<file path="config.mk">
export PLATFORM = sky130hd
export DESIGN_NAME = txts_capture_slots
export DESIGN_NICKNAME = d
export VERILOG_FILES = /design/src/rtl/txts_pkg.sv /design/src/rtl/txts_decode.sv /design/src/rtl/txts_slot.sv /design/src/rtl/txts_read_port.sv /design/src/rtl/txts_capture_slots.sv
export SDC_FILE = /design/constraint.sdc
export NUM_CORES = 1
export LEC_CHECK = 0
export BUFFER_PORTS_ARGS = -buffer_cell sky130_fd_sc_hd__buf_4
export CAP_MARGIN = 20
export CORE_MARGIN = 5
export CORE_UTILIZATION = 35
export CTS_BUF_LIST = sky130_fd_sc_hd__clkbuf_16
export DETAILED_ROUTE_END_ITERATION = 7
export PLACE_DENSITY = 0.5
export SYNTH_ARGS = -nofsm -noshare
export SYNTH_HDL_FRONTEND = slang
export SYNTH_SLANG_ARGS = --single-unit
</file>
<file path="constraint.sdc">
create_clock -name clk -period 2 [get_ports clk]
set_input_delay 0.3 -clock clk [delete_from_list [all_inputs] [get_ports clk]]
set_output_delay 0.3 -clock clk [all_outputs]
set_load 0.01 [all_outputs]
</file>
<file path="src/rtl/txts_pkg.sv">
package txts_pkg;
  // per-slot event outputs
  typedef struct packed {
    logic missed;
    logic ovf;
  } slot_evt_t;

  function automatic int idx_width(input int n);
    return (n > 1) ? $clog2(n) : 1;
  endfunction
endpackage

</file>
<file path="src/rtl/txts_decode.sv">
module txts_decode #(
  parameter int N     = 3,
  parameter int IDX_W = 2
) (
  input  logic             en,
  input  logic [IDX_W-1:0] idx,
  output logic [N-1:0]     hit
);
  // index values at or above N match no slot
  for (genvar i = 0; i < N; i++) begin : g_hit
    assign hit[i] = en && (idx == IDX_W'(i));
  end
endmodule

</file>
<file path="src/rtl/txts_slot.sv">
module txts_slot
  import txts_pkg::*;
#(
  parameter int TS_W = 64
) (
  input  logic            clk,
  input  logic            rst,
  input  logic            req_hit,
  input  logic            pkt_done,
  input  logic            pkt_trig,
  input  logic            rd_hit,
  input  logic [TS_W-1:0] time_in,
  output logic [TS_W-1:0] ts_q,
  output logic            valid_q,
  output slot_evt_t       evt_q
);
  logic armed_q;
  logic take;
  logic lost;

  assign take = pkt_done && armed_q && pkt_trig;
  assign lost = pkt_done && armed_q && !pkt_trig;

  always_ff @(posedge clk) begin
    if (rst) begin
      armed_q <= 1'b0;
      ts_q    <= '0;
      valid_q <= 1'b0;
      evt_q   <= '0;
    end else begin
      // a completing packet resolves the old arming; a new request arms for the next one
      armed_q    <= (armed_q && !pkt_done) || req_hit;
      if (take) ts_q <= time_in;
      valid_q    <= take || (valid_q && !rd_hit);
      evt_q.missed <= lost;
      evt_q.ovf    <= take && valid_q && !rd_hit;
    end
  end
endmodule

</file>
<file path="src/rtl/txts_read_port.sv">
module txts_read_port #(
  parameter int N     = 3,
  parameter int TS_W  = 64,
  parameter int IDX_W = 2
) (
  input  logic              clk,
  input  logic              rst,
  input  logic              rd_en,
  input  logic [IDX_W-1:0]  rd_slot,
  input  logic [N*TS_W-1:0] slot_data,
  output logic [TS_W-1:0]   rd_data
);
  always_ff @(posedge clk) begin
    if (rst) begin
      rd_data <= '0;
    end else begin
      for (int i = 0; i < N; i++) begin
        if (rd_en && rd_slot == IDX_W'(i)) rd_data <= slot_data[i*TS_W +: TS_W];
      end
    end
  end
endmodule

</file>
<file path="src/rtl/txts_capture_slots.sv">
module txts_capture_slots
  import txts_pkg::*;
#(
  parameter int NUM_SLOTS = 3,
  parameter int TS_W      = 64,
  localparam int IDX_W    = idx_width(NUM_SLOTS)
) (
  input  logic                 clk,
  input  logic                 rst,
  input  logic                 req_valid,
  input  logic [IDX_W-1:0]     req_slot,
  input  logic                 pkt_done,
  input  logic                 pkt_trig,
  input  logic [TS_W-1:0]      time_in,
  input  logic                 rd_en,
  input  logic [IDX_W-1:0]     rd_slot,
  output logic [TS_W-1:0]      rd_data,
  output logic [NUM_SLOTS-1:0] slot_valid,
  output logic [NUM_SLOTS-1:0] missed_pulse,
  output logic [NUM_SLOTS-1:0] ovf_pulse
);
  logic [NUM_SLOTS-1:0]      req_hit;
  logic [NUM_SLOTS-1:0]      rd_hit;
  logic [NUM_SLOTS*TS_W-1:0] slot_data;

  txts_decode #(.N(NUM_SLOTS), .IDX_W(IDX_W)) u_req_dec (
    .en(req_valid), .idx(req_slot), .hit(req_hit)
  );

  txts_decode #(.N(NUM_SLOTS), .IDX_W(IDX_W)) u_rd_dec (
    .en(rd_en), .idx(rd_slot), .hit(rd_hit)
  );

  for (genvar i = 0; i < NUM_SLOTS; i++) begin : g_slot
    slot_evt_t evt;
    txts_slot #(.TS_W(TS_W)) u_slot (
      .clk      (clk),
      .rst      (rst),
      .req_hit  (req_hit[i]),
      .pkt_done (pkt_done),
      .pkt_trig (pkt_trig),
      .rd_hit   (rd_hit[i]),
      .time_in  (time_in),
      .ts_q     (slot_data[i*TS_W +: TS_W]),
      .valid_q  (slot_valid[i]),
      .evt_q    (evt)
    );
    assign missed_pulse[i] = evt.missed;
    assign ovf_pulse[i]    = evt.ovf;
  end

  txts_read_port #(.N(NUM_SLOTS), .TS_W(TS_W), .IDX_W(IDX_W)) u_rd (
    .clk       (clk),
    .rst       (rst),
    .rd_en     (rd_en),
    .rd_slot   (rd_slot),
    .slot_data (slot_data),
    .rd_data   (rd_data)
  );
endmodule

</file>
==> impl_metrics.tcl, run 1 <==
set metrics [dict create \
    ctsHoldBuffers 35 \
    finish.net_count 1443 \
    die_height_um 180.4 \
    setup.worst_path.end_class "flip-flop" \
    hpwlAfterDp_um 16620 \
    gr-usage-met1 0.2294 \
    worst_ir_drop_vdd_mv 0.5732 \
    finClkSkew_ns 0.009694 \
    vias 8680 \
    yosysTopAreaCellShare 0.5279 \
    placementRows 62 \
    static_power_due_to_leakage_nw 5.009 \
    buffers_inserted_by_post_cts_timing_repair 0 \
    worstSkewPairLatency_ns 0.54 \
    cts_sinks 268 \
    grt_pass1_vias 8578 \
    most_area_consuming_cells_after_synthesis "sky130_fd_sc_hd__dfxtp_1 53%, sky130_fd_sc_hd__nand2_1 14%, sky130_fd_sc_hd__a21oi_1 9.7%" \
    postSynthRegisterBits 268 \
    area_delta_synth_final_pct 27.40 \
    grtUsageMet2 0.3083 \
    ratio_of_final_minimum_period_to_clock_period 0.7556 \
    hold_violations 0 \
    place.port_buffers 146 \
    route.antenna.remaining_nets 0 \
    grt_overflow 0 \
    crit_path_start "g_slot[0].u_slot.armed_q" \
    grt_max_degree 72 \
    netlist_area_sq_um 10160 \
    floorplan.die.width_um 180.4 \
    insertedDiodeCount 0 \
    slowest_delay_ns 0.46 \
    synth_warnings 0 \
    post_cts.resized_instances 0 \
    final_layout_size_suffix_gt1_frac 0.1766 \
    holdCritStartpoint "time_in[41]" \
    gr-usage-met3 0.02665 \
    wire_length_of_the_first_global_routing_pass_um 47290 \
    io-pin-count 147 \
    synth.net_count 1310 \
    synthArstFlopShare 0 \
    synth_top_cell_by_area "sky130_fd_sc_hd__dfxtp_1" \
    timing.fmax_mhz 661.7 \
    cp.arrival_ns 1.92 \
    clkTransAtPathRegs_ns 0.06 \
    synth_edf_count 0 \
    critical_path_class "reg -> reg" \
    critical_path_peak_fanout 30 \
    floorplan.die_area_sq_um 32550 \
    cts.path.max_buffers 3 \
    antenna_found_initial 0 \
    initialDrtViolationCount 533 \
    number_of_h_tree_levels 1 \
    setup_tns_ns 0 \
    whs_ns 0.02702 \
    drv_slew 0 \
    tightest_slew_ns 0.5668 \
    hold_end "g_slot[2].u_slot.ts_q[41]" \
    rsz0062_at_grt "false" \
    floorplan.initialDensity 0.3541 \
    min_path_type "in -> reg" \
    status "complete, no violations" \
    worstSetupStartpointType "flip-flop" \
    drt_drc 0 \
    number_of_setup_violations_in_the_final_report 0 \
    postSynthCellCount 1236 \
    n_fill_cell 2949 \
    place_congestion 0.7278 \
    critical_path.slowest_cell "sky130_fd_sc_hd__nand3_2" \
    reg2regPathDepth 4 \
    max-cap-violations 0 \
    p_per_area_nw_per_um2 925.0 \
    synth_top_flop_cell "sky130_fd_sc_hd__dfxtp_1" \
    globalRouteTotalUtil 0.1753 \
    cts_inserted_buffers 30 \
    seq_area_frac_synth 0.5279 \
    drt_pre_antenna_iters 4 \
    timing.rr.end "g_slot[0].u_slot.ts_q[14]" \
    hold_path_depth 3 \
    detail_route.wl_per_cell_um 16.71 \
    top_usage_layer_grt "met2" \
    placeableCoreArea_sq_um 28700 \
    worst_ep_required_time_ns 2.41 \
    period_needed_ns 1.511 \
    cp_cell_sequence "nand3_2, buf_12, nand2_1, a21oi_1" \
    critical_path.reg2reg.startpoint "g_slot[0].u_slot.armed_q" \
    cts_tree "done" \
    reg2reg_setup_slack_ns 0.49 \
    postSynthAreaPerCell_sq_um 8.223 \
    root_buffer_selected_by_cts "sky130_fd_sc_hd__clkbuf_16" \
    finalWirelength_um 29700 \
    detail_route.vias_per_cell 4.885 \
    timing.slew.headroom 0.6217 \
    yosysUniqueCellTypes 23 \
]
==> power breakdown <==
| group | leakage [nW] | internal [mW] | total, mW | switching [mW] |
|---|---|---|---|---|
| Combinational | 2.34 | 0.432 | 0.940 | 0.508 |
| Clock | 0.494 | 3.30 | 5.49 | 2.19 |
| Sequential | 2.17 | 5.47 | 5.55 | 0.0792 |
==> cells in the final DEF (no fill, tap or decap), types with 4 or more instances in the layout <==
cell	count
sky130_fd_sc_hd__clkinv_2	4
sky130_fd_sc_hd__buf_4	153
sky130_fd_sc_hd__a21oi_1	196
sky130_fd_sc_hd__buf_12	15
sky130_fd_sc_hd__bufinv_16	4
sky130_fd_sc_hd__nor2_1	67
sky130_fd_sc_hd__mux2_2	26
sky130_fd_sc_hd__nor3_1	68
sky130_fd_sc_hd__clkinvlp_4	4
sky130_fd_sc_hd__dfxtp_1	268
sky130_fd_sc_hd__o22ai_1	64
sky130_fd_sc_hd__dlygate4sd3_1	35
sky130_fd_sc_hd__clkinv_1	8
sky130_fd_sc_hd__clkbuf_16	31
sky130_fd_sc_hd__inv_1	9
sky130_fd_sc_hd__mux2_1	38
sky130_fd_sc_hd__nand2_1	385
==> critical path, delay by kind of cell, from the launching register on <==
family / cells / cell delay, ns
AND/OR/NAND/NOR: 2 / 0.55
flip-flops: 1 / 0.38
AO/OA/AOI/OAI: 1 / 0.06
buffers and inverters: 1 / 0.38
==> cell type report <==
type | count | area, sq um | share of cell area
clock inverter | 25 | 219.0 | 0.01691
clock buffer | 31 | 775.7 | 0.05991
inverter | 4 | 15.01 | 0.001160
sequential | 268 | 5365 | 0.4143
timing repair buffer | 204 | 1813 | 0.1400
tap | 384 | 480.5 | 0.03710
multi-input combinational | 861 | 4280 | 0.3306
==> sequential cells by signal, summed over array words and instances, names as in the netlist <==
register,cells
g_slot.u_slot.evt_q,6
u_rd.rd_data,64
g_slot.u_slot.armed_q,3
g_slot.u_slot.valid_q,3
g_slot.u_slot.ts_q,192
==> cell families after synthesis <==
family	count (synthesis)	synth area share
and+or+nand+nor	532	0.2077
DFF	268	0.5279
AOI/OAI and AO/OA	265	0.1394
buffers and inverters	107	0.05417
muxes	64	0.07091
==> worst max path at each step <==
stage / endpoint / slack [ns] / cells after the start
after floorplan: u_rd.rd_data[25] / 0.80 / 5
after global placement: g_slot[0].u_slot.ts_q[3] / 0.47 / 5
after detailed placement: g_slot[0].u_slot.ts_q[14] / 0.45 / 5
after CTS: g_slot[0].u_slot.ts_q[14] / 0.50 / 4
after global routing: g_slot[0].u_slot.ts_q[55] / 0.40 / 4
final: g_slot[0].u_slot.ts_q[14] / 0.49 / 4
==> metrics by stage <==
step             util  instance area (sq um)  worst slack, ns  cells  total power, mW
3_5_place_dp   0.4043                  11600           0.4505   1686            6.562
2_1_floorplan       -                  10160           0.8028   1236            6.086
3_3_place_gp   0.4043                  11600           0.4696   1686            6.558
5_1_grt        0.4511                  12950           0.3989   1777            12.46
4_1_cts        0.4511                  12950           0.4998   1777            12.17
6_report       0.4511                  12950           0.4888   1777            11.98
==> cell usage after synthesis (2+ instances only) <==
| library cell | count |
|---|---|
| sky130_fd_sc_hd__dfxtp_1 | 268 |
| sky130_fd_sc_hd__nor2_1 | 67 |
| sky130_fd_sc_hd__o21ai_0 | 2 |
| sky130_fd_sc_hd__nand2_1 | 385 |
| sky130_fd_sc_hd__a32oi_1 | 2 |
| sky130_fd_sc_hd__buf_4 | 17 |
| sky130_fd_sc_hd__mux2_2 | 26 |
| sky130_fd_sc_hd__a21oi_1 | 196 |
| sky130_fd_sc_hd__clkbuf_1 | 37 |
| sky130_fd_sc_hd__and3_1 | 3 |
| sky130_fd_sc_hd__o22ai_1 | 64 |
| sky130_fd_sc_hd__nor3_1 | 68 |
| sky130_fd_sc_hd__and2_1 | 3 |
| sky130_fd_sc_hd__mux2_1 | 38 |
| sky130_fd_sc_hd__inv_1 | 4 |
| sky130_fd_sc_hd__buf_2 | 44 |
| sky130_fd_sc_hd__nand3_1 | 3 |
| sky130_fd_sc_hd__buf_6 | 4 |
==> per-layer routing <==
layer / up-vias / routed length (um) / share of wire
met3: 39 / 1195 / 0.040
met2: 163 / 14600 / 0.49
met5: - / 0 / 0
li1: 4406 / - / -
met1: 4072 / 13380 / 0.45
met4: 0 / 521 / 0.018
No activity file was read; power rests on OpenSTA's default activity.
==> run 2: changes to the inputs <==
--- a/config.mk
+++ b/config.mk
@@ -11,7 +11,7 @@
 export CORE_UTILIZATION = 35
 export CTS_BUF_LIST = sky130_fd_sc_hd__clkbuf_16
 export DETAILED_ROUTE_END_ITERATION = 7
-export PLACE_DENSITY = 0.5
+export PLACE_DENSITY = 0.52
 export SYNTH_ARGS = -nofsm -noshare
 export SYNTH_HDL_FRONTEND = slang
 export SYNTH_SLANG_ARGS = --single-unit
==> constraint.sdc (replaced) <==
create_clock -name clk -period 1.3 [get_ports clk]
set_input_delay 0.195 -clock clk [delete_from_list [all_inputs] [get_ports clk]]
set_output_delay 0.195 -clock clk [all_outputs]
set_load 0.01 [all_outputs]
==> impl_metrics.tcl, run 2 (same netlist as run 1, synthesis figures left out) <==
set metrics [dict create \
    critical_path_class "reg -> out" \
    timing.rr.end "g_slot[1].u_slot.armed_q" \
    wire_length_of_the_first_global_routing_pass_um 48620 \
    place.port_buffers 146 \
    tightest_slew_ns 0.4773 \
    grt_pass1_vias 8838 \
    worst_ir_drop_vdd_mv 1.174 \
    fin_util 0.4713 \
    grt_overflow 0 \
    hold_path_depth 3 \
    finish.net_count 1491 \
    placeableCoreArea_sq_um 28700 \
    period_needed_ns 1.260 \
    pwr-share-clk 0.459 \
    largest_register_ffs 192 \
    io-pin-count 147 \
    pwr-share-seq 0.457 \
    timing.fmax_mhz 793.6 \
    insertedDiodeCount 0 \
    route.antenna.remaining_nets 0 \
    clkTransAtPathRegs_ns 0.06 \
    root_buffer_selected_by_cts "sky130_fd_sc_hd__clkbuf_16" \
    worst_path_dominant_cell_family "flip-flops" \
    final_layout_size_suffix_gt1_frac 0.1857 \
    grt_max_degree 52 \
    largest_register "g_slot.u_slot.ts_q" \
    die_height_um 180.4 \
    status "complete, no violations" \
    drt_pre_antenna_iters 5 \
    cts.path.max_buffers 3 \
    initialDrtViolationCount 563 \
    place_congestion 0.7298 \
    rsz0062_at_grt "false" \
    setup.worst_path.end_class "output pin" \
    vias 8990 \
    antenna_found_initial 0 \
    critical_path_peak_fanout 2 \
    max-cap-violations 0 \
    hold_end "g_slot[0].u_slot.evt_q[1]" \
    number_of_h_tree_levels 1 \
    critical_path_buf_inv_count 1 \
    most_common_library_cell_in_the_layout_ignoring_fill_and_taps "sky130_fd_sc_hd__nand2_1" \
    min_path_type "in -> reg" \
    mostFrequentLayoutCells "385 x sky130_fd_sc_hd__nand2_1, 261 x sky130_fd_sc_hd__dfxtp_1, 196 x sky130_fd_sc_hd__a21oi_1, 158 x sky130_fd_sc_hd__buf_4, 69 x sky130_fd_sc_hd__dlygate4sd3_1" \
    cts_sinks 268 \
    hpwlAfterDp_um 17580 \
    finalWirelength_um 30540 \
    area_delta_synth_final_pct 33.09 \
    number_of_setup_violations_in_the_final_report 0 \
    worst_ep_required_time_ns 1.11 \
    detail_route.wl_per_cell_um 16.76 \
    ratio_of_final_minimum_period_to_clock_period 0.9693 \
    setup_slack_ns 0.03995 \
    finClkSkew_ns 0.01293 \
    cts_tree "done" \
    setup_tns_ns 0 \
    slowest_delay_ns 0.38 \
    floorplan.die.width_um 180.4 \
    placementRows 62 \
    detail_route.vias_per_cell 4.934 \
    switchingPower_mw 4.269 \
    globalRouteTotalUtil 0.1790 \
    cp.arrival_ns 1.07 \
    critical_path.slowest_cell "sky130_fd_sc_hd__dfxtp_1" \
    pwr-share-comb 0.085 \
    floorplan.die_area_sq_um 32550 \
    hold_violations 0 \
    placement.setup.worst_slack_ns 0.004333 \
    top_regs "g_slot.u_slot.ts_q: 192 flops, u_rd.rd_data: 64 flops, g_slot.u_slot.evt_q: 6 flops" \
    design_power_total_mw 18.72 \
    static_power_due_to_leakage_nw 5.282 \
    worstSkewPairLatency_ns 0.55 \
    buffers_inserted_by_post_cts_timing_repair 0 \
    drt_drc 0 \
    sw_frac_of_total 0.2280 \
    drv_slew 0 \
    floorplan.initialDensity 0.3541 \
    cts_inserted_buffers 30 \
    n_fill_cell 2853 \
    reg2regPathDepth 3 \
    reg2reg_setup_slack_ns 0.07 \
    holdCritStartpoint "pkt_trig" \
    p_per_area_nw_per_um2 1384 \
    critical_path.reg2reg.startpoint "g_slot[1].u_slot.armed_q" \
    power_report.internal_total_mw 14.45 \
    timing.slew.headroom 0.6818 \
    cp_cell_sequence "buf_4" \
    worstSetupStartpointType "flip-flop" \
]
## run 2: changes by cell type in the layout (fill, tap and decap cells not counted), moves of 2 or more
cell	delta
sky130_fd_sc_hd__and3_2	-2
sky130_fd_sc_hd__clkinv_2	+2
sky130_fd_sc_hd__dfxtp_2	+7
sky130_fd_sc_hd__buf_12	+7
sky130_fd_sc_hd__buf_4	+5
sky130_fd_sc_hd__inv_1	+3
sky130_fd_sc_hd__clkinvlp_4	-4
sky130_fd_sc_hd__dfxtp_1	-7
sky130_fd_sc_hd__dlygate4sd3_1	+34
sky130_fd_sc_hd__clkinv_1	-6
sky130_fd_sc_hd__and3_4	+2
## run 2: power by group through the flow
stage	Clock, mW	Sequential [mW]	Combinational, mW
final	8.58	8.55	1.59
after global placement	0	8.73	1.42
after floorplan	0	8.74	0.622
after detailed placement	0	8.73	1.43
after CTS	8.80	8.55	1.61
after global routing	9.15	8.56	1.73
## run 2: layer usage
metal | track usage | vias to the layer above | share of wire
li1 | - | 4502 | -
met1 | 0.2314 | 4267 | 0.45
met2 | 0.3202 | 185 | 0.49
met3 | 0.02765 | 36 | 0.045
met4 | 0.03237 | 0 | 0.014
met5 | 0 | - | 0
## run 2: cell type report
type	instances	area, sq um	share of cell area
Clock buffer	31	775.7	0.05735
Timing Repair Buffer	252	2367	0.1750
Clock inverter	22	226.5	0.01674
Sequential cell	268	5374	0.3973
Tap cell	384	480.5	0.03552
Inverter	4	15.01	0.001110
Multi-Input combinational cell	861	4288	0.3170
## run 2: worst max path at each step
stage,endpoint,start,depth (start not counted),slack [ns]
6_report,rd_data[35],u_rd.rd_data[35],1,0.04
5_1_grt,rd_data[38],u_rd.rd_data[38],1,0.0008
4_1_cts,rd_data[62],u_rd.rd_data[62],1,0.002
3_5_place_dp,u_rd.rd_data[15],rd_slot[0],5,0.004
3_3_place_gp,u_rd.rd_data[15],rd_slot[0],5,0.02
2_1_floorplan,u_rd.rd_data[25],rd_slot[0],5,0.21
## run 2: per-stage QoR
step	instance area, sq um	hold WS [ns]	cells
floorplan	10160	0.3310	1236
global placement	11790	0.4391	1699
detailed placement	11790	0.4441	1699
CTS	13490	0.01134	1821
global route	13530	0.06872	1822
finish	13530	0.05354	1822
## run 2: timing repair
action / 4_1_cts / 5_1_grt
hold buffers: 69 / 0
gates resized for setup: 4 / 6
gates cloned: 0 / 1
hold endpoints to repair: 195 / 0
endpoints found under the setup margin: 4 / 20
